File: config.mk
export PLATFORM = sky130hd
export DESIGN_NAME = raster_pulse_gen
export DESIGN_NICKNAME = d
export VERILOG_FILES = /design/src/rtl/rpg_pkg.sv /design/src/rtl/rpg_counters.sv /design/src/rtl/rpg_cfg_regs.sv /design/src/rtl/rpg_window.sv /design/src/rtl/rpg_combine.sv /design/src/rtl/raster_pulse_gen.sv
export SDC_FILE = /design/constraint.sdc
export NUM_CORES = 1
export LEC_CHECK = 0
export BUFFER_PORTS_ARGS = -buffer_cell sky130_fd_sc_hd__buf_2
export CELL_PAD_IN_SITES_DETAIL_PLACEMENT = 0
export CELL_PAD_IN_SITES_GLOBAL_PLACEMENT = 1
export CORE_MARGIN = 4
export CORE_UTILIZATION = 55
export CTS_BUF_LIST = sky130_fd_sc_hd__clkbuf_8
export DETAILED_ROUTE_END_ITERATION = 8
export GPL_ROUTABILITY_DRIVEN = 0
export HOLD_SLACK_MARGIN = 0.05
export PLACE_DENSITY_LB_ADDON = 0.1
export SETUP_SLACK_MARGIN = 0.2
export SYNTH_ARGS = -nofsm -noshare
export SYNTH_HDL_FRONTEND = slang
export SYNTH_SLANG_ARGS = --single-unit
File: constraint.sdc
create_clock -name clk -period 6.4 [get_ports clk]
set_input_delay 0.96 -clock clk [delete_from_list [all_inputs] [get_ports clk]]
set_output_delay 0.96 -clock clk [all_outputs]
set_load 0.02 [all_outputs]
File: src/rtl/rpg_pkg.sv
package rpg_pkg;
  parameter int unsigned N_OUT  = 4;
  parameter int unsigned PIX_W  = 12;
  parameter int unsigned LINE_W = 11;
  parameter int unsigned DATA_W = 16;
  localparam int unsigned IDX_W     = $clog2(N_OUT);
  localparam int unsigned ADDR_W    = IDX_W + 3;
  localparam int unsigned CTRL_ADDR = 4 * N_OUT;

  typedef enum logic [1:0] {
    CMB_NONE = 2'd0,
    CMB_AND  = 2'd1,
    CMB_OR   = 2'd2,
    CMB_XOR  = 2'd3
  } cmb_e;

  typedef struct packed {
    logic [PIX_W-1:0]  h_on;
    logic [PIX_W-1:0]  h_off;
    logic [LINE_W-1:0] v_on;
    logic [LINE_W-1:0] v_off;
  } win_t;

  typedef struct packed {
    win_t [N_OUT-1:0]       win;
    logic [N_OUT-1:0][1:0]  cmb;
    logic [N_OUT-1:0]       inv;
  } cfg_t;
endpackage

File: src/rtl/rpg_counters.sv
module rpg_counters
  import rpg_pkg::*;
(
  input  logic              clk,
  input  logic              rst_n,
  input  logic              hs_lead,
  input  logic              vs_lead,
  output logic [PIX_W-1:0]  pix_cnt,
  output logic [LINE_W-1:0] line_cnt
);
  always_ff @(posedge clk) begin
    if (!rst_n) begin
      pix_cnt  <= '0;
      line_cnt <= '0;
    end else begin
      if (hs_lead) pix_cnt <= '0;
      else         pix_cnt <= pix_cnt + 1'b1;
      if (vs_lead)      line_cnt <= LINE_W'(1);
      else if (hs_lead) line_cnt <= line_cnt + 1'b1;
    end
  end
endmodule

File: src/rtl/rpg_cfg_regs.sv
module rpg_cfg_regs
  import rpg_pkg::*;
(
  input  logic              clk,
  input  logic              rst_n,
  input  logic              vs_lead,
  input  logic              wr_en,
  input  logic [ADDR_W-1:0] wr_addr,
  input  logic [DATA_W-1:0] wr_data,
  output cfg_t              cfg_act
);
  cfg_t              shadow;
  logic [IDX_W-1:0]  sel;
  logic [1:0]        fld;

  assign sel = wr_addr[2 +: IDX_W];
  assign fld = wr_addr[1:0];

  always_ff @(posedge clk) begin
    if (!rst_n) begin
      shadow  <= '0;
      cfg_act <= '0;
    end else begin
      if (wr_en) begin
        if (wr_addr == ADDR_W'(CTRL_ADDR)) begin
          shadow.inv <= wr_data[N_OUT-1:0];
          for (int k = 0; k < N_OUT; k++)
            shadow.cmb[k] <= wr_data[N_OUT + 2*k +: 2];
        end else if (wr_addr < ADDR_W'(CTRL_ADDR)) begin
          case (fld)
            2'd0: shadow.win[sel].h_on  <= wr_data[PIX_W-1:0];
            2'd1: shadow.win[sel].h_off <= wr_data[PIX_W-1:0];
            2'd2: shadow.win[sel].v_on  <= wr_data[LINE_W-1:0];
            default: shadow.win[sel].v_off <= wr_data[LINE_W-1:0];
          endcase
        end
      end
      if (vs_lead) cfg_act <= shadow;
    end
  end
endmodule

File: src/rtl/rpg_window.sv
module rpg_window
  import rpg_pkg::*;
(
  input  logic [PIX_W-1:0]  pix_cnt,
  input  logic [LINE_W-1:0] line_cnt,
  input  win_t              win,
  output logic              raw
);
  logic h_open, v_open;
  assign h_open = (pix_cnt >= win.h_on) && (pix_cnt < win.h_off);
  assign v_open = (line_cnt >= win.v_on) && (line_cnt <= win.v_off);
  assign raw    = h_open && v_open;
endmodule

File: src/rtl/rpg_combine.sv
module rpg_combine
  import rpg_pkg::*;
(
  input  logic [N_OUT-1:0]      raw,
  input  logic [N_OUT-1:0][1:0] cmb,
  input  logic [N_OUT-1:0]      inv,
  output logic [N_OUT-1:0]      shaped
);
  logic [N_OUT-1:0] merged;

  assign merged[0] = raw[0];

  for (genvar k = 1; k < N_OUT; k++) begin : g_cmb
    always_comb begin
      case (cmb_e'(cmb[k]))
        CMB_AND: merged[k] = raw[k] & raw[k-1];
        CMB_OR:  merged[k] = raw[k] | raw[k-1];
        CMB_XOR: merged[k] = raw[k] ^ raw[k-1];
        default: merged[k] = raw[k];
      endcase
    end
  end

  assign shaped = merged ^ inv;
endmodule

File: src/rtl/raster_pulse_gen.sv
module raster_pulse_gen
  import rpg_pkg::*;
(
  input  logic              clk,
  input  logic              rst_n,
  input  logic              hs_lead,
  input  logic              vs_lead,
  input  logic              wr_en,
  input  logic [ADDR_W-1:0] wr_addr,
  input  logic [DATA_W-1:0] wr_data,
  output logic [N_OUT-1:0]  pulse_o
);
  logic [PIX_W-1:0]  pix_cnt;
  logic [LINE_W-1:0] line_cnt;
  cfg_t              cfg_act;
  logic [N_OUT-1:0]  raw;
  logic [N_OUT-1:0]  shaped;

  rpg_counters u_cnt (
    .clk(clk), .rst_n(rst_n), .hs_lead(hs_lead), .vs_lead(vs_lead),
    .pix_cnt(pix_cnt), .line_cnt(line_cnt)
  );

  rpg_cfg_regs u_cfg (
    .clk(clk), .rst_n(rst_n), .vs_lead(vs_lead), .wr_en(wr_en),
    .wr_addr(wr_addr), .wr_data(wr_data), .cfg_act(cfg_act)
  );

  for (genvar k = 0; k < N_OUT; k++) begin : g_win
    rpg_window u_win (
      .pix_cnt(pix_cnt), .line_cnt(line_cnt), .win(cfg_act.win[k]), .raw(raw[k])
    );
  end

  rpg_combine u_cmb (
    .raw(raw), .cmb(cfg_act.cmb), .inv(cfg_act.inv), .shaped(shaped)
  );

  always_ff @(posedge clk) begin
    if (!rst_n) pulse_o <= '0;
    else        pulse_o <= shaped;
  end
endmodule

==> impl_metrics.toml, run 1 <==
[clock_tree]
clock_sinks = 415
htreeDepth = 3
cts_setup_buffers = 0
hold_buffers = 0
clock_path_buffers = 3
cts_buffers = 73
cts.clk_slew.worst_paths_ns = 0.05
clkLatencyLatePin_ns = 0.61
clock-root-buffer = "clkbuf_8"
cts.repair.resized = 0
cts_tree = "done"

[logic_synthesis]
ys_async_sr_fraction_pct = 0
synth_edf_count = 0
syn_nets = 2436
synth_top_area_share_pct = 40.48
synth_top_family_by_area = "simple AND/OR/NAND/NOR gates"
synth.mux.area_fraction_pct = 12.14
yosys-top-cells-area = "dfxtp_1 (40%), mux2i_1 (12%), ha_1 (11%), nor2b_1 (7.9%), a21boi_0 (5.0%)"
yosysUniqueCellTypes = 60
synth_compound_area_share_pct = 11.05
synth_seq_area_share_pct = 40.48
synthFlopType = "dfxtp_1"
synthXorXnorAreaFrac_pct = 0.9814
synthesis.area_um2 = 20530
synth_top_area_cell = "dfxtp_1"
yosysWarnings = 0
synth_simple_gate_area_share_pct = 18.07
ys_ff_latch = 415
synth.avg_cell_area_um2 = 9.238
netlist_instances = 2222
synthAdderAreaFrac_pct = 11.46

[detailed_routing]
drt_iter0_drc = 806
wl_mm = 50.49
viasPerCell = 5.482
wl_per_cell_um = 18.52
ant_nets = 0
firstDrtPassIters = 4
via_count = 14945
drc_errors = 0

[timing]
rsz0062_at_grt = "false"
holdWs_ns = 0.4618
min_period_ns = 3.903
tns_ns = 0
fin_crit_sh_pct = 60.98
drv_slew = 0
fmax_mhz = 256.2
setup_violations = 0
worst_slew_pin_slew_ns = 1.200
hold_viol = 0
worst_slack_ns = 2.497
finClkSkew_ns = 0.01591
timing.slew.headroom_pct = 19.74

[job]
maxCapViolCount = 0

[place]
dp_slack_ns = 2.465
place_area_um2 = 20900
numPlacedInstances = 2601
hpwl_mm = 30.24
numPortBuffers = 25

[hold_path]
whs_path_depth = 2
min_path_type = "register to register"

[finish]
drive_gt1_share_pct = 6.510
layout.nets = 2422
num_antenna_cells = 0
mostFrequentLayoutCells = "dfxtp_1 (415), nor2b_1 (259), mux2i_1 (249), nand2_1 (248), inv_1 (210)"
final_area_um2 = 22280
postLayoutCoreUtil_pct = 60.70
syn_to_final_growth_pct = 8.522
layoutNonFillerInstCount = 2726
layout_commonest_cell = "dfxtp_1"

[worst_setup_path]
cp-start-kind = "register"
worstPathArrival_ns = 4.41
crit_family = "compound AO/OA/AOI/OAI gates"
r2r-end = "pulse_o[3]$_SDFF_PN0_"
crit_type = "register to register"
crit_path_cell_trace = "ha_1 > a21o_1 > a21o_1 > a2111oi_0 > o41a_1 > nand4_1 > inv_1 > ha_1 > inv_1 > mux2i_1 > nand2b_1 > xor2_1 > nand2_1 > o31ai_1"
critPathBufInv = 2
r2r_cells = 14
crit_path_max_incr_delay_ns = 0.76
r2r_start = "u_cnt.pix_cnt[9]$_SDFF_PP0_"
cp_slowest_cell = "dfxtp_1"
path_depth = 14
critPathMaxFanout = 10
crit_path_end_kind = "register"
worstPathRequired_ns = 6.91
reg2reg_slack_ns = 2.50

[global_routing]
grt_max_degree = 184
grt_pass1_vias = 14685
grt_overflow_total = 0
grt_antenna_before_repair = 2
grt_pass1_wl_mm = 79.94
track_usage_pct = 24.74

[pwr]
pwr_density_cell_nw_per_um2 = 234.7
p_leak_nw = 8.988
fin_total_pwr_mw = 5.229
ir_worst_vdd_mv = 0.1558

[floorplan]
die_y_um = 201.2
coreArea_um2 = 36700
ios = 30
start_util_pct = 55.93
rows = 70
die_x_um = 201.2
die_area_um2 = 40480

[outcome]
outcome = "complete, no violations"
[final cells by class]
type	count	area [um^2]
Fill cell	3205	14420
Multi-Input combinational cell	1495	11030
Sequential cell	415	8308
Clock buffer	89	1225
Inverter	180	675.6
Tap cell	468	585.6
Timing Repair Buffer	43	304.0
Clock inverter	36	150.1
[cells in the mapped netlist, types with 4 or more instances]
library cell  instances
and2_1                5
nor3_1                6
nor2b_1             259
clkbuf_1            105
nand4_1              45
a2111oi_0             4
mux2i_1             249
a21o_1               28
nor2_1               52
a41oi_1               4
nand2_1             248
dfxtp_1             415
o21a_1                4
xor2_1               15
a21boi_0            138
buf_2                19
or3_1                 4
a21oi_1              47
o21ai_0              27
nand3_1              59
o211ai_1              4
a31oi_1               4
a211o_1               7
o41ai_1              15
inv_1               180
buf_1                 8
xnor2_1               8
nand2b_1             15
a211oi_1             14
and3_1               10
ha_1                188
[tightest hold or removal path: cells and delay by family, from the launching register on]
family	cells	cell delay, ns
flops	1	0.31
simple gates	1	0.04
compound gates	1	0.06
[cells by family (layout without fill, tap and decap cells)]
kind of cell | count (synthesis) | after routing
adders and majority gates | 188 | 188
and+or+nand+nor | 719 | 719
DFF | 415 | 415
xor gates and xnor gates | 23 | 23
buffers and inverters | 312 | 348
AOI/OAI and AO/OA | 316 | 316
muxes | 249 | 249
[how the worst max path moves through the flow]
stage | startpoint | end
finish | u_cnt.pix_cnt[9]$_SDFF_PP0_ | pulse_o[3]$_SDFF_PN0_
global route | u_cnt.pix_cnt[2]$_SDFF_PP0_ | pulse_o[3]$_SDFF_PN0_
CTS | u_cnt.pix_cnt[9]$_SDFF_PP0_ | pulse_o[3]$_SDFF_PN0_
detailed placement | u_cnt.pix_cnt[9]$_SDFF_PP0_ | pulse_o[3]$_SDFF_PN0_
global placement | u_cnt.pix_cnt[2]$_SDFF_PP0_ | pulse_o[2]$_SDFF_PN0_
floorplan | u_cnt.pix_cnt[0]$_SDFF_PP0_ | pulse_o[3]$_SDFF_PN0_
[per-layer routing]
layer | routed length [um] | share of wire [%] | global-route usage (%)
met1 | 23440 | 46 | 32.46
met2 | 23970 | 47 | 41.93
met3 | 1848 | 3.7 | 4.190
met4 | 1227 | 2.4 | 7.690
met5 | 0 | 0 | 0
[power by group]
| group | leakage, nW | switching, mW | internal, mW |
|---|---|---|---|
| Clock | 0.812 | 1.07 | 1.25 |
| Combinational | 4.83 | 0.191 | 0.113 |
| Sequential | 3.34 | 0.0110 | 2.60 |
Note: power is estimated with default switching activity, not from simulation.
==> inputs of run 2 (changes only) <==
--- a/config.mk
+++ b/config.mk
@@ -9,7 +9,7 @@
 export CELL_PAD_IN_SITES_DETAIL_PLACEMENT = 0
 export CELL_PAD_IN_SITES_GLOBAL_PLACEMENT = 1
 export CORE_MARGIN = 4
-export CORE_UTILIZATION = 55
+export CORE_UTILIZATION = 51
 export CTS_BUF_LIST = sky130_fd_sc_hd__clkbuf_8
 export DETAILED_ROUTE_END_ITERATION = 8
 export GPL_ROUTABILITY_DRIVEN = 0
==> constraint.sdc (replaced) <==
create_clock -name clk -period 3.85 [get_ports clk]
set_input_delay 0.5775 -clock clk [delete_from_list [all_inputs] [get_ports clk]]
set_output_delay 0.5775 -clock clk [all_outputs]
set_load 0.02 [all_outputs]
==> impl_metrics.toml, run 2 (same netlist as run 1, synthesis figures left out) <==
[floorplan]
rows = 73
die_x_um = 208.6
die_area_um2 = 43520
die_y_um = 208.6
ios = 30
coreArea_um2 = 39730
start_util_pct = 51.66

[clock_tree]
cts_setup_buffers = 0
hold_buffers = 0
cts_buffers = 73
cts_tree = "done"
clock_path_buffers = 3
clkLatencyLatePin_ns = 0.63
htreeDepth = 3
clock_sinks = 415
clock-root-buffer = "clkbuf_8"
cts.clk_slew.worst_paths_ns = 0.06

[global_routing]
grt_pass1_vias = 15022
grt_pass1_wl_mm = 84.17
grt_max_degree = 165
grt_antenna_before_repair = 1
track_usage_pct = 24.35
grt_overflow_total = 0

[timing]
setup_violations = 0
rsz0062_at_grt = "false"
drv_slew = 0
timing.slew.headroom_pct = 30.58
hold_viol = 0
min_period_ns = 3.531
finClkSkew_ns = 0.01881
worst_slew_pin_slew_ns = 1.038
fmax_mhz = 283.2
fin_crit_sh_pct = 91.71
tns_ns = 0

[detailed_routing]
viasPerCell = 5.332
drc_errors = 0
drt_iter0_drc = 786
wl_mm = 53.60
firstDrtPassIters = 5
ant_nets = 0
via_count = 15053
wl_per_cell_um = 18.99

[worst_setup_path]
worstPathArrival_ns = 4.04
critPathMaxFanout = 6
worstPathRequired_ns = 4.36
cp-start-kind = "register"
crit_type = "register to register"
reg2reg_slack_ns = 0.32
crit_path_end_kind = "register"

[finish]
layoutNonFillerInstCount = 2823
layout.nets = 2457
nFillCells = 3546
syn_to_final_growth_pct = 10.87
final_area_um2 = 22760
layout_commonest_cell = "dfxtp_1"
mostFrequentLayoutCells = "dfxtp_1 (413), nor2b_1 (259), mux2i_1 (249), nand2_1 (248), inv_1 (204)"
drive_gt1_share_pct = 8.529
num_antenna_cells = 0

[place]
hpwl_mm = 33.60
numPlacedInstances = 2693
place_area_um2 = 21230
numPortBuffers = 25

[pwr]
pwr_density_cell_nw_per_um2 = 396.6
p_leak_nw = 9.234
ir_worst_vdd_mv = 0.2752

[outcome]
outcome = "complete, no violations"

[hold_path]
min_path_type = "primary input to register"

[job]
maxCapViolCount = 0
-- run 2: changes by cell type in the layout (fill, tap and decap cells not counted), moves of 2 or more --
cell and change:
clkbuf_8 +10, dfxtp_1 -2, clkinvlp_4 -2, dfxtp_2 +2, inv_1 -6, buf_4 +35
-- run 2: through the flow --
stage	power (mW)	hold WS (ns)	setup WS (ns)	utilization (%)
3_3_place_gp	4.950	0.4494	0.2734	53.44
6_report	9.025	0.4045	0.3192	57.28
2_1_floorplan	4.774	0.4420	0.9219	-
3_5_place_dp	4.958	0.4565	0.1829	53.44
4_1_cts	9.149	0.3436	0.2684	57.25
5_1_grt	9.364	0.3902	0.2073	57.28
-- run 2: report_power, final --
part,switching (mW),leakage [nW],internal (mW)
logic,0.338,5.01,0.193
registers,0.0144,3.35,4.32
clock network,1.82,0.875,2.34
total,2.17,9.23,6.86
-- run 2: area by class of cell --
type	instances	area, um^2	area share, %
Sequential cell	415	8310	36.52
Multi-Input combinational cell	1495	11030	48.48
Timing Repair Buffer	78	566.8	2.491
Inverter	180	675.6	2.969
Clock inverter	31	151.4	0.6653
Tap cell	525	656.9	2.887
Clock buffer	99	1363	5.987
-- run 2: worst max-delay path: stages, from the launching register on --
cell and delay (ns):
dfxtp_1 0.50, buf_4 0.24, ha_1 0.16, a211o_1 0.11, a31oi_1 0.04, o311a_1 0.36
o21ai_0 0.40, and4b_1 0.35, and3_1 0.35, ha_1 0.30, a21oi_1 0.17, xnor2_1 0.08
a32o_1 0.21, nand2_1 0.08, nand3_2 0.07
-- run 2: final timing paths --
check,start,endpoint,cells after the start
setup / recovery,u_cnt.pix_cnt[1]$_SDFF_PP0_,pulse_o[1]$_SDFF_PN0_,14
hold / removal,hs_lead,u_cnt.line_cnt[1]$_SDFFE_PP0P_,3
setup reg to reg,u_cnt.pix_cnt[1]$_SDFF_PP0_,pulse_o[1]$_SDFF_PN0_,14
hold reg to reg,register,register,2
-- run 2: what timing repair did --
item	CTS	global route
pin swaps	0	1
gates resized for setup	1	5
endpoints found under the hold margin	0	0
setup endpoints to repair	1	1
-- run 2: layer usage --
| layer | GRT usage, % | vias up | share of wire, % |
|---|---|---|---|
| met5 | 0 | - | 0 |
| met4 | 7.853 | 0 | 3.1 |
| met3 | 3.948 | 95 | 3.4 |
| met2 | 42.31 | 238 | 48 |
| met1 | 31.09 | 7134 | 45 |
| li1 | - | 7586 | - |
